<file path="src/rtl/eth_irq_pkg.sv">
package eth_irq_pkg;
  localparam int ADDR_W = 4;
  localparam int DATA_W = 8;
  localparam logic [ADDR_W-1:0] OFS_NCR = 4'h5;
  localparam logic [ADDR_W-1:0] OFS_CPR = 4'h6;
  localparam logic [ADDR_W-1:0] OFS_ISR = 4'h7;
  // status bit positions (host software decodes these)
  localparam int B_PRX = 0;
  localparam int B_PTX = 1;
  localparam int B_RXE = 2;
  localparam int B_TXE = 3;
  localparam int B_OVW = 4;
  localparam int B_CNT = 5;
  localparam int B_RDC = 6;
  localparam int B_RST = 7;
  localparam int EV_W  = 7;
endpackage

</file>
<file path="src/rtl/eth_irq_events.sv">
module eth_irq_events #(
  parameter int NUM_TALLY = 3
) (
  input  logic                           clk_i,
  input  logic                           rst_ni,
  input  logic                           rdma_done_i,
  input  logic [NUM_TALLY-1:0]           tally_msb_i,
  input  logic                           rx_ovw_i,
  input  logic                           tx_abort_i,
  input  logic                           tx_oversize_i,
  input  logic                           tx_late_col_i,
  input  logic                           rx_crc_err_i,
  input  logic                           rx_align_err_i,
  input  logic                           rx_missed_i,
  input  logic                           tx_ok_i,
  input  logic                           rx_ok_i,
  output logic [eth_irq_pkg::EV_W-1:0]   set_o
);
  import eth_irq_pkg::*;

  logic [NUM_TALLY-1:0] tally_q;

  always_ff @(posedge clk_i or negedge rst_ni) begin
    if (!rst_ni) tally_q <= '0;
    else         tally_q <= tally_msb_i;
  end

  always_comb begin
    set_o        = '0;
    set_o[B_PRX] = rx_ok_i;
    set_o[B_PTX] = tx_ok_i;
    set_o[B_RXE] = rx_crc_err_i | rx_align_err_i | rx_missed_i;
    set_o[B_TXE] = tx_abort_i | tx_oversize_i | tx_late_col_i;
    set_o[B_OVW] = rx_ovw_i;
    set_o[B_CNT] = |(tally_msb_i & ~tally_q);
    set_o[B_RDC] = rdma_done_i;
  end
endmodule

</file>
<file path="src/rtl/eth_irq_status.sv">
module eth_irq_status (
  input  logic                          clk_i,
  input  logic                          rst_ni,
  input  logic [eth_irq_pkg::EV_W-1:0]  set_i,
  input  logic [eth_irq_pkg::EV_W-1:0]  clr_i,
  input  logic                          wake_i,
  input  logic                          start_i,
  output logic [7:0]                    isr_o
);
  import eth_irq_pkg::*;

  logic rst_bit_q;

  for (genvar b = 0; b < EV_W; b++) begin : g_bit
    logic bit_q;
    always_ff @(posedge clk_i or negedge rst_ni) begin
      if (!rst_ni)       bit_q <= 1'b0;
      else if (set_i[b]) bit_q <= 1'b1;  // set beats clear
      else if (clr_i[b]) bit_q <= 1'b0;
    end
    assign isr_o[b] = bit_q;
  end

  always_ff @(posedge clk_i or negedge rst_ni) begin
    if (!rst_ni)      rst_bit_q <= 1'b1;
    else if (wake_i)  rst_bit_q <= 1'b1;
    else if (start_i) rst_bit_q <= 1'b0;
  end

  assign isr_o[B_RST] = rst_bit_q;
endmodule

</file>
<file path="src/rtl/eth_col_count.sv">
module eth_col_count #(
  parameter int CNT_W = 4
) (
  input  logic             clk_i,
  input  logic             rst_ni,
  input  logic             col_i,
  input  logic             abort_i,
  input  logic             txp_i,
  output logic [CNT_W-1:0] cnt_o
);
  localparam logic [CNT_W-1:0] CNT_MAX = '1;

  logic [CNT_W-1:0] cnt_q;

  always_ff @(posedge clk_i or negedge rst_ni) begin
    if (!rst_ni)                         cnt_q <= '0;
    else if (abort_i || txp_i)           cnt_q <= '0;
    else if (col_i && cnt_q != CNT_MAX)  cnt_q <= cnt_q + 1'b1;
  end

  assign cnt_o = cnt_q;
endmodule

</file>
<file path="src/rtl/eth_host_regs.sv">
module eth_host_regs #(
  parameter int          CNT_W   = 4,
  parameter logic [7:0]  CPR_RST = 8'h4D
) (
  input  logic                                  clk_i,
  input  logic                                  rst_ni,
  input  logic                                  pg0_i,
  input  logic [eth_irq_pkg::ADDR_W-1:0]        addr_i,
  input  logic                                  wr_i,
  input  logic [eth_irq_pkg::DATA_W-1:0]        wdata_i,
  input  logic                                  pstart_ld_i,
  input  logic [7:0]                            pstart_i,
  input  logic [7:0]                            isr_i,
  input  logic [CNT_W-1:0]                      ncr_i,
  output logic [eth_irq_pkg::DATA_W-1:0]        rdata_o,
  output logic [eth_irq_pkg::EV_W-1:0]          clr_o,
  output logic [7:0]                            cpr_o,
  output logic [7:0]                            tbcr_hi_o
);
  import eth_irq_pkg::*;

  logic       wr_pg0;
  logic [7:0] cpr_q, tbcr_q;

  assign wr_pg0 = wr_i & pg0_i;

  always_ff @(posedge clk_i or negedge rst_ni) begin
    if (!rst_ni)          cpr_q <= CPR_RST;
    else if (pstart_ld_i) cpr_q <= pstart_i;
  end

  // shared offset: writes reach the byte count, reads return the page pointer
  always_ff @(posedge clk_i or negedge rst_ni) begin
    if (!rst_ni)                           tbcr_q <= '0;
    else if (wr_pg0 && addr_i == OFS_CPR)  tbcr_q <= wdata_i;
  end

  assign clr_o = (wr_pg0 && addr_i == OFS_ISR) ? wdata_i[EV_W-1:0] : '0;

  always_comb begin
    rdata_o = '0;
    if (pg0_i) begin
      unique case (addr_i)
        OFS_NCR: rdata_o = DATA_W'(ncr_i);
        OFS_CPR: rdata_o = cpr_q;
        OFS_ISR: rdata_o = isr_i;
        default: rdata_o = '0;
      endcase
    end
  end

  assign cpr_o     = cpr_q;
  assign tbcr_hi_o = tbcr_q;
endmodule

</file>
<file path="src/rtl/eth_irq_regs.sv">
module eth_irq_regs #(
  parameter int         NUM_TALLY = 3,
  parameter int         CNT_W     = 4,
  parameter int         PAGE_W    = 2,
  parameter logic [7:0] CPR_RST   = 8'h4D
) (
  input  logic                 clk_i,
  input  logic                 rst_ni,
  input  logic [PAGE_W-1:0]    page_i,
  input  logic [3:0]           bus_addr_i,
  input  logic                 bus_wr_i,
  input  logic [7:0]           bus_wdata_i,
  output logic [7:0]           bus_rdata_o,
  input  logic                 start_cmd_i,
  input  logic                 txp_cmd_i,
  input  logic                 wake_i,
  input  logic                 rdma_done_i,
  input  logic [NUM_TALLY-1:0] tally_msb_i,
  input  logic                 rx_ovw_i,
  input  logic                 tx_abort_i,
  input  logic                 tx_oversize_i,
  input  logic                 tx_late_col_i,
  input  logic                 rx_crc_err_i,
  input  logic                 rx_align_err_i,
  input  logic                 rx_missed_i,
  input  logic                 tx_ok_i,
  input  logic                 rx_ok_i,
  input  logic                 col_event_i,
  input  logic                 pstart_ld_i,
  input  logic [7:0]           pstart_i,
  output logic [7:0]           cpr_o,
  output logic [7:0]           tbcr_hi_o,
  output logic                 irq_o
);
  import eth_irq_pkg::*;

  logic [EV_W-1:0]  ev_set, ev_clr;
  logic [7:0]       isr;
  logic [CNT_W-1:0] ncr;
  logic             pg0;

  assign pg0 = (page_i == '0);

  eth_irq_events #(.NUM_TALLY(NUM_TALLY)) u_events (
    .clk_i, .rst_ni, .rdma_done_i, .tally_msb_i, .rx_ovw_i,
    .tx_abort_i, .tx_oversize_i, .tx_late_col_i,
    .rx_crc_err_i, .rx_align_err_i, .rx_missed_i,
    .tx_ok_i, .rx_ok_i, .set_o(ev_set)
  );

  eth_irq_status u_status (
    .clk_i, .rst_ni, .set_i(ev_set), .clr_i(ev_clr),
    .wake_i, .start_i(start_cmd_i), .isr_o(isr)
  );

  eth_col_count #(.CNT_W(CNT_W)) u_col (
    .clk_i, .rst_ni, .col_i(col_event_i), .abort_i(tx_abort_i),
    .txp_i(txp_cmd_i), .cnt_o(ncr)
  );

  eth_host_regs #(.CNT_W(CNT_W), .CPR_RST(CPR_RST)) u_host (
    .clk_i, .rst_ni, .pg0_i(pg0), .addr_i(bus_addr_i), .wr_i(bus_wr_i),
    .wdata_i(bus_wdata_i), .pstart_ld_i, .pstart_i, .isr_i(isr),
    .ncr_i(ncr), .rdata_o(bus_rdata_o), .clr_o(ev_clr),
    .cpr_o, .tbcr_hi_o
  );

  assign irq_o = |isr[EV_W-1:0];
endmodule

</file>
<file path="config.mk">
export PLATFORM = sky130hd
export DESIGN_NAME = eth_irq_regs
export DESIGN_NICKNAME = d
export VERILOG_FILES = /design/src/rtl/eth_irq_pkg.sv /design/src/rtl/eth_irq_events.sv /design/src/rtl/eth_irq_status.sv /design/src/rtl/eth_col_count.sv /design/src/rtl/eth_host_regs.sv /design/src/rtl/eth_irq_regs.sv
export SDC_FILE = /design/constraint.sdc
export NUM_CORES = 1
export LEC_CHECK = 0
export CAP_MARGIN = 40
export CORE_UTILIZATION = 43
export DETAILED_ROUTE_END_ITERATION = 10
export DONT_BUFFER_PORTS = 1
export SLEW_MARGIN = 10
export SYNTH_ARGS = -nofsm -noshare
export SYNTH_HDL_FRONTEND = slang
export SYNTH_SLANG_ARGS = --single-unit
</file>
<file path="constraint.sdc">
create_clock -name clk_i -period 3.5 [get_ports clk_i]
set_input_delay 0.7 -clock clk_i [delete_from_list [all_inputs] [get_ports clk_i]]
set_output_delay 0.7 -clock clk_i [all_outputs]
set_load 0.05 [all_outputs]
</file>
Word level (Yosys, flattened, before mapping) --
Cells that the tools add are included.
Storage, ports and cells: bits in registers 31, input bits 43, output and inout bits 25, logic and storage cells 61
Operators by class: add/subtract/negate cells 1, equal/unequal tests 4, mux-type cells 21, bitwise logic cells 7, reductions and logical operators 16
Operators by type and width (number):
- one-hot mux 8 bit (3 select lines) | 1
- nonzero test 2 bit | 9
- 2-to-1 mux 1 bit | 16
- equality test 4 x 3 -> 1 bit, second input constant | 3
- 2-to-1 mux 4 bit | 2
- 2-to-1 mux 8 bit | 1
- 2-to-1 mux 7 bit | 1
- OR reduction 7 bit | 1
- adder 4 x 1 -> 4 bit, second input constant | 1
- inequality test 4 bit, second input constant | 1
- OR 1 bit | 4
- bitwise AND 3 bit | 1
- logical AND 1 bit | 3
- NOT 3 bit | 1
- OR reduction 3 bit | 1
- logical NOT 2 bit | 1
- bitwise AND 1 bit | 1
- logical OR 1 bit | 1

Longest topological paths before layout --
word-level depth 6, gate-level depth with buffers 4, mapped depth without buffers 4

By module --
From an unflattened synthesis, not the netlist that was laid out.
Second synthesis, totals: cells, all modules 139, area, all modules 1599.0 um^2
Modules (own cells, without submodules):
- eth_host_regs | times used 1, cells an instance 70, area an instance 865.8 um^2, seq. area each 405.4 um^2
- eth_irq_status | times used 1, cells an instance 32, area an instance 351.6 um^2, seq. area each 201.4 um^2
- eth_col_count | times used 1, cells an instance 20, area an instance 222.7 um^2, seq. area each 100.1 um^2
- eth_irq_events | times used 1, cells an instance 13, area an instance 140.1 um^2, seq. area each 75.1 um^2
- eth_irq_regs | times used 1, cells an instance 4, area an instance 18.8 um^2, seq. area each 0.0 um^2

Worst setup path before layout --
OpenSTA, ideal clock, no wires.
path type input port to output port, start point input bus_addr_i[0], end point output bus_rdata_o[0], arrival 2.067 ns, required time 2.800 ns, slack 0.733 ns, cell stages on the path 4, buffers on the path 1, cell sequence clkbuf_1 -> nor2b_1 -> a22oi_1 -> nor2_1
On the way: longest elaborated chain between the ends 3, elaborated cells between the ends (all ways) 5, classes of those cells eq/ne: 3; mux: 2
RTL lines:
- start: declaration | line eth_irq_regs.sv:10 | input logic [3:0] bus_addr_i,
- equality test 4 x 3 -> 1 bit | line eth_host_regs.sv:43 | unique case (addr_i)
- one-hot mux 8 bit (3 select lines) (*) | line eth_host_regs.sv:43
- 2-to-1 mux 8 bit (*) | line eth_host_regs.sv:42 | if (pg0_i) begin
- end: declaration | line eth_irq_regs.sv:13 | output logic [7:0] bus_rdata_o,
Mark *: on every way between the ends. The rest lies on a longest branch, timed or not.

Worst setup path after layout --
start point input page_i[1], end point output bus_rdata_o[3]
On the way: longest elaborated chain between the ends 2
RTL lines:
- start: declaration | line eth_irq_regs.sv:9 | input logic [PAGE_W-1:0] page_i,
- logical NOT 2 bit | line eth_irq_regs.sv:42 | assign pg0 = (page_i == '0);
- 2-to-1 mux 8 bit | line eth_host_regs.sv:42
No other way between the ends.

==> results.cfg <==
[outcome]
status = finished clean

[logic_synthesis]
synth-edff-count = 0
synth_top_area_cell = dfrtp_1
synthTopCellsByArea = dfrtp_1 (45%), mux2_2 (15%), dfstp_2 (9.0%)
yosysTopAreaCellShare_pct = 44.71
synth_cell_types = 29
synth_area_per_cell_um2 = 11.55
netlist_top_cells_count = dfrtp_1 (26), mux2_2 (20), nor2_1 (14)
synth_nets = 170
ys_warn_count = 0
ys_ff_latch = 31
yosysMostFrequentCell = dfrtp_1
async_flop_share_pct = 100.0
ys.flop_type = dfrtp_1
seq_area_frac_synth_pct = 53.74
syn_area_um2 = 1455
syn_inst = 126

[cells_and_area]
syn2layout_area_growth_pct = 12.12
nets = 183
fin_area_um2 = 1632
seq_area_um2 = 782.0
antenna_cells = 0
multi_input_area_um2 = 628.1
layout-drive-gt1-share_pct = 30.00
fillers = 301

[sta]
rsz0062_at_grt = no
finalSetupTns_ps = 0
finalCriticalPeriod_ps = 2604
hold_violations = 0
fmax_mhz = 384.0
fin_skew_ps = 6.687
worst-slew-pin-transition_ps = 773.9
setup_viol = 0
relSlewSlack_pct = 48.01
finalCritPeriodShare_pct = 74.40
slew_viol_final = 0
whs_ps = 44.25

[grt]
grt_pass1_wl_mm = 4.712
grt_usage_pct = 18.70
grt_overflow = 0
grt_max_degree = 32
antenna_found_initial = 0
grt_pass1_vias = 1049

[cts]
hold_buffers = 0
cts_max_level = 2
insertion_delay_ps = 330
clkTransAtPathRegs_ps = 100
cts_buffers = 5
ctsResizeCount = 0
post-cts-setup-buffers = 0
cts_tree = built
cts_buffer_depth = 2
root_buffer = clkbuf_4
cts.sinks = 31

[power]
leakagePower_uw = 0.0007002
peakVddDrop_uv = 271.0
p_per_area_nw_per_um2 = 475.4
totalPowerFinal_uw = 775.7

[floorplanning]
die_w_um = 60.17
die_area_um2 = 3620
rows = 20
io_pins = 68
die_y_um = 60.17
initial_utilization_pct = 46.52
core-area_um2 = 3128

[critical_path]
path_max_fanout = 4
worstSetupPathType = input port to output pin
required_ps = 2800
crit_chain = nor4b_1, o21ai_0, nor2_1, buf_4
r2r-end = u_col.cnt_o[3]
cp.arrival_ps = 1900
critPathBufInv = 1
cp_top_family = simple AND/OR/NAND/NOR gates
max_stage_delay_ps = 480
slowest_stage = nor4b_1
ff2ff_path_depth = 4
r2r_slack_ps = 2190
crit_start = page_i[1]
rr_startpoint = u_col.cnt_o[0]
start_kind = input port
end_kind = output pin

[flow_run]
maxCapViolCount = 0

[detailed_routing]
drc = 0
wl_mm = 3.162
routedWlPerCell_um = 17.18
dr.pass1.iters = 4
drt_iter0_drc = 43
vias_per_cell = 5.761
ant_nets = 0
num_vias = 1060

[worst_hold_path]
min_path_type = input port to asynchronous set/reset pin

[placed_design]
port_buffers = 0
gp_congestion = 0.7074
placed_area_um2 = 1563
dp_hpwl_mm = 2.417
## layout by cell type, fill, tap and decap left out, drive strengths merged, types with 2 or more instances in the layout
cell / count
dfstp: 5
nor3: 4
dfrtp: 26
o21ai: 2
buf: 8
a31oi: 6
nor2: 14
nand2: 6
nand3: 3
nand4b: 2
mux2i: 4
a22oi: 4
nor4b: 2
inv: 10
clkbuf: 8
mux2: 20
o211ai: 2
nor4: 3
## area by class of cell
class / count / area share, %
clock buffer: 8 / 4.218
tap: 44 / 3.374
inverter: 10 / 2.301
sequential: 31 / 47.93
multi-input combinational: 83 / 38.50
timing repair buffer: 8 / 3.681
## flip-flops by register name (all words and copies together), names as in the netlist
signal	cells
u_col.cnt_o	4
u_events.tally_q	3
u_host.cpr_o	8
u_host.tbcr_hi_o	8
u_status.g_bit.bit_q	7
u_status.rst_bit_q	1
## how the worst max path moves through the flow
| stage | to | slack, ps | cells past startpoint |
|---|---|---|---|
| after floorplan | bus_rdata_o[0] | 730 | 4 |
| after global placement | bus_rdata_o[1] | 910 | 4 |
| after detailed placement | bus_rdata_o[3] | 880 | 4 |
| after CTS | bus_rdata_o[3] | 860 | 4 |
| after global routing | bus_rdata_o[3] | 800 | 4 |
| final | bus_rdata_o[3] | 900 | 4 |
## per-stage QoR
step	setup slack [ps]	std cells	util [%]
after floorplan	732.9	126	-
after detailed placement	881.9	176	49.96
final	896.0	184	52.16
after CTS	864.5	184	52.16
after global placement	914.1	176	49.96
after global routing	801.1	184	52.16
## metal layers
metal / vias to the layer above / routed length [um] / GRT usage [%]
met2: 55 / 1490 / 29.36
met4: 0 / 44 / 6.977
met5: - / 0 / 0
li1: 490 / - / -
met3: 5 / 292 / 8.658
met1: 510 / 1334 / 22.24
## where the power goes
| part | total, uW | internal (uW) | switching [uW] |
|---|---|---|---|
| clock network | 238 | 118 | 120 |
| logic | 53.4 | 32.5 | 20.9 |
| registers | 484 | 387 | 97.3 |
| total | 776 | 537 | 238 |
## logic make-up (layout without fill, tap and decap cells)
logic type / count (synthesis) / in the layout / share of synthesized area (%)
simple gates: 38 / 38 / 14.53
flops: 31 / 31 / 53.74
mux: 24 / 24 / 18.23
compound gates: 20 / 20 / 9.545
buf+inv: 12 / 26 / 3.096
fa+ha+maj: 1 / 1 / 0.8597
No activity file was read; power rests on OpenSTA's default activity.
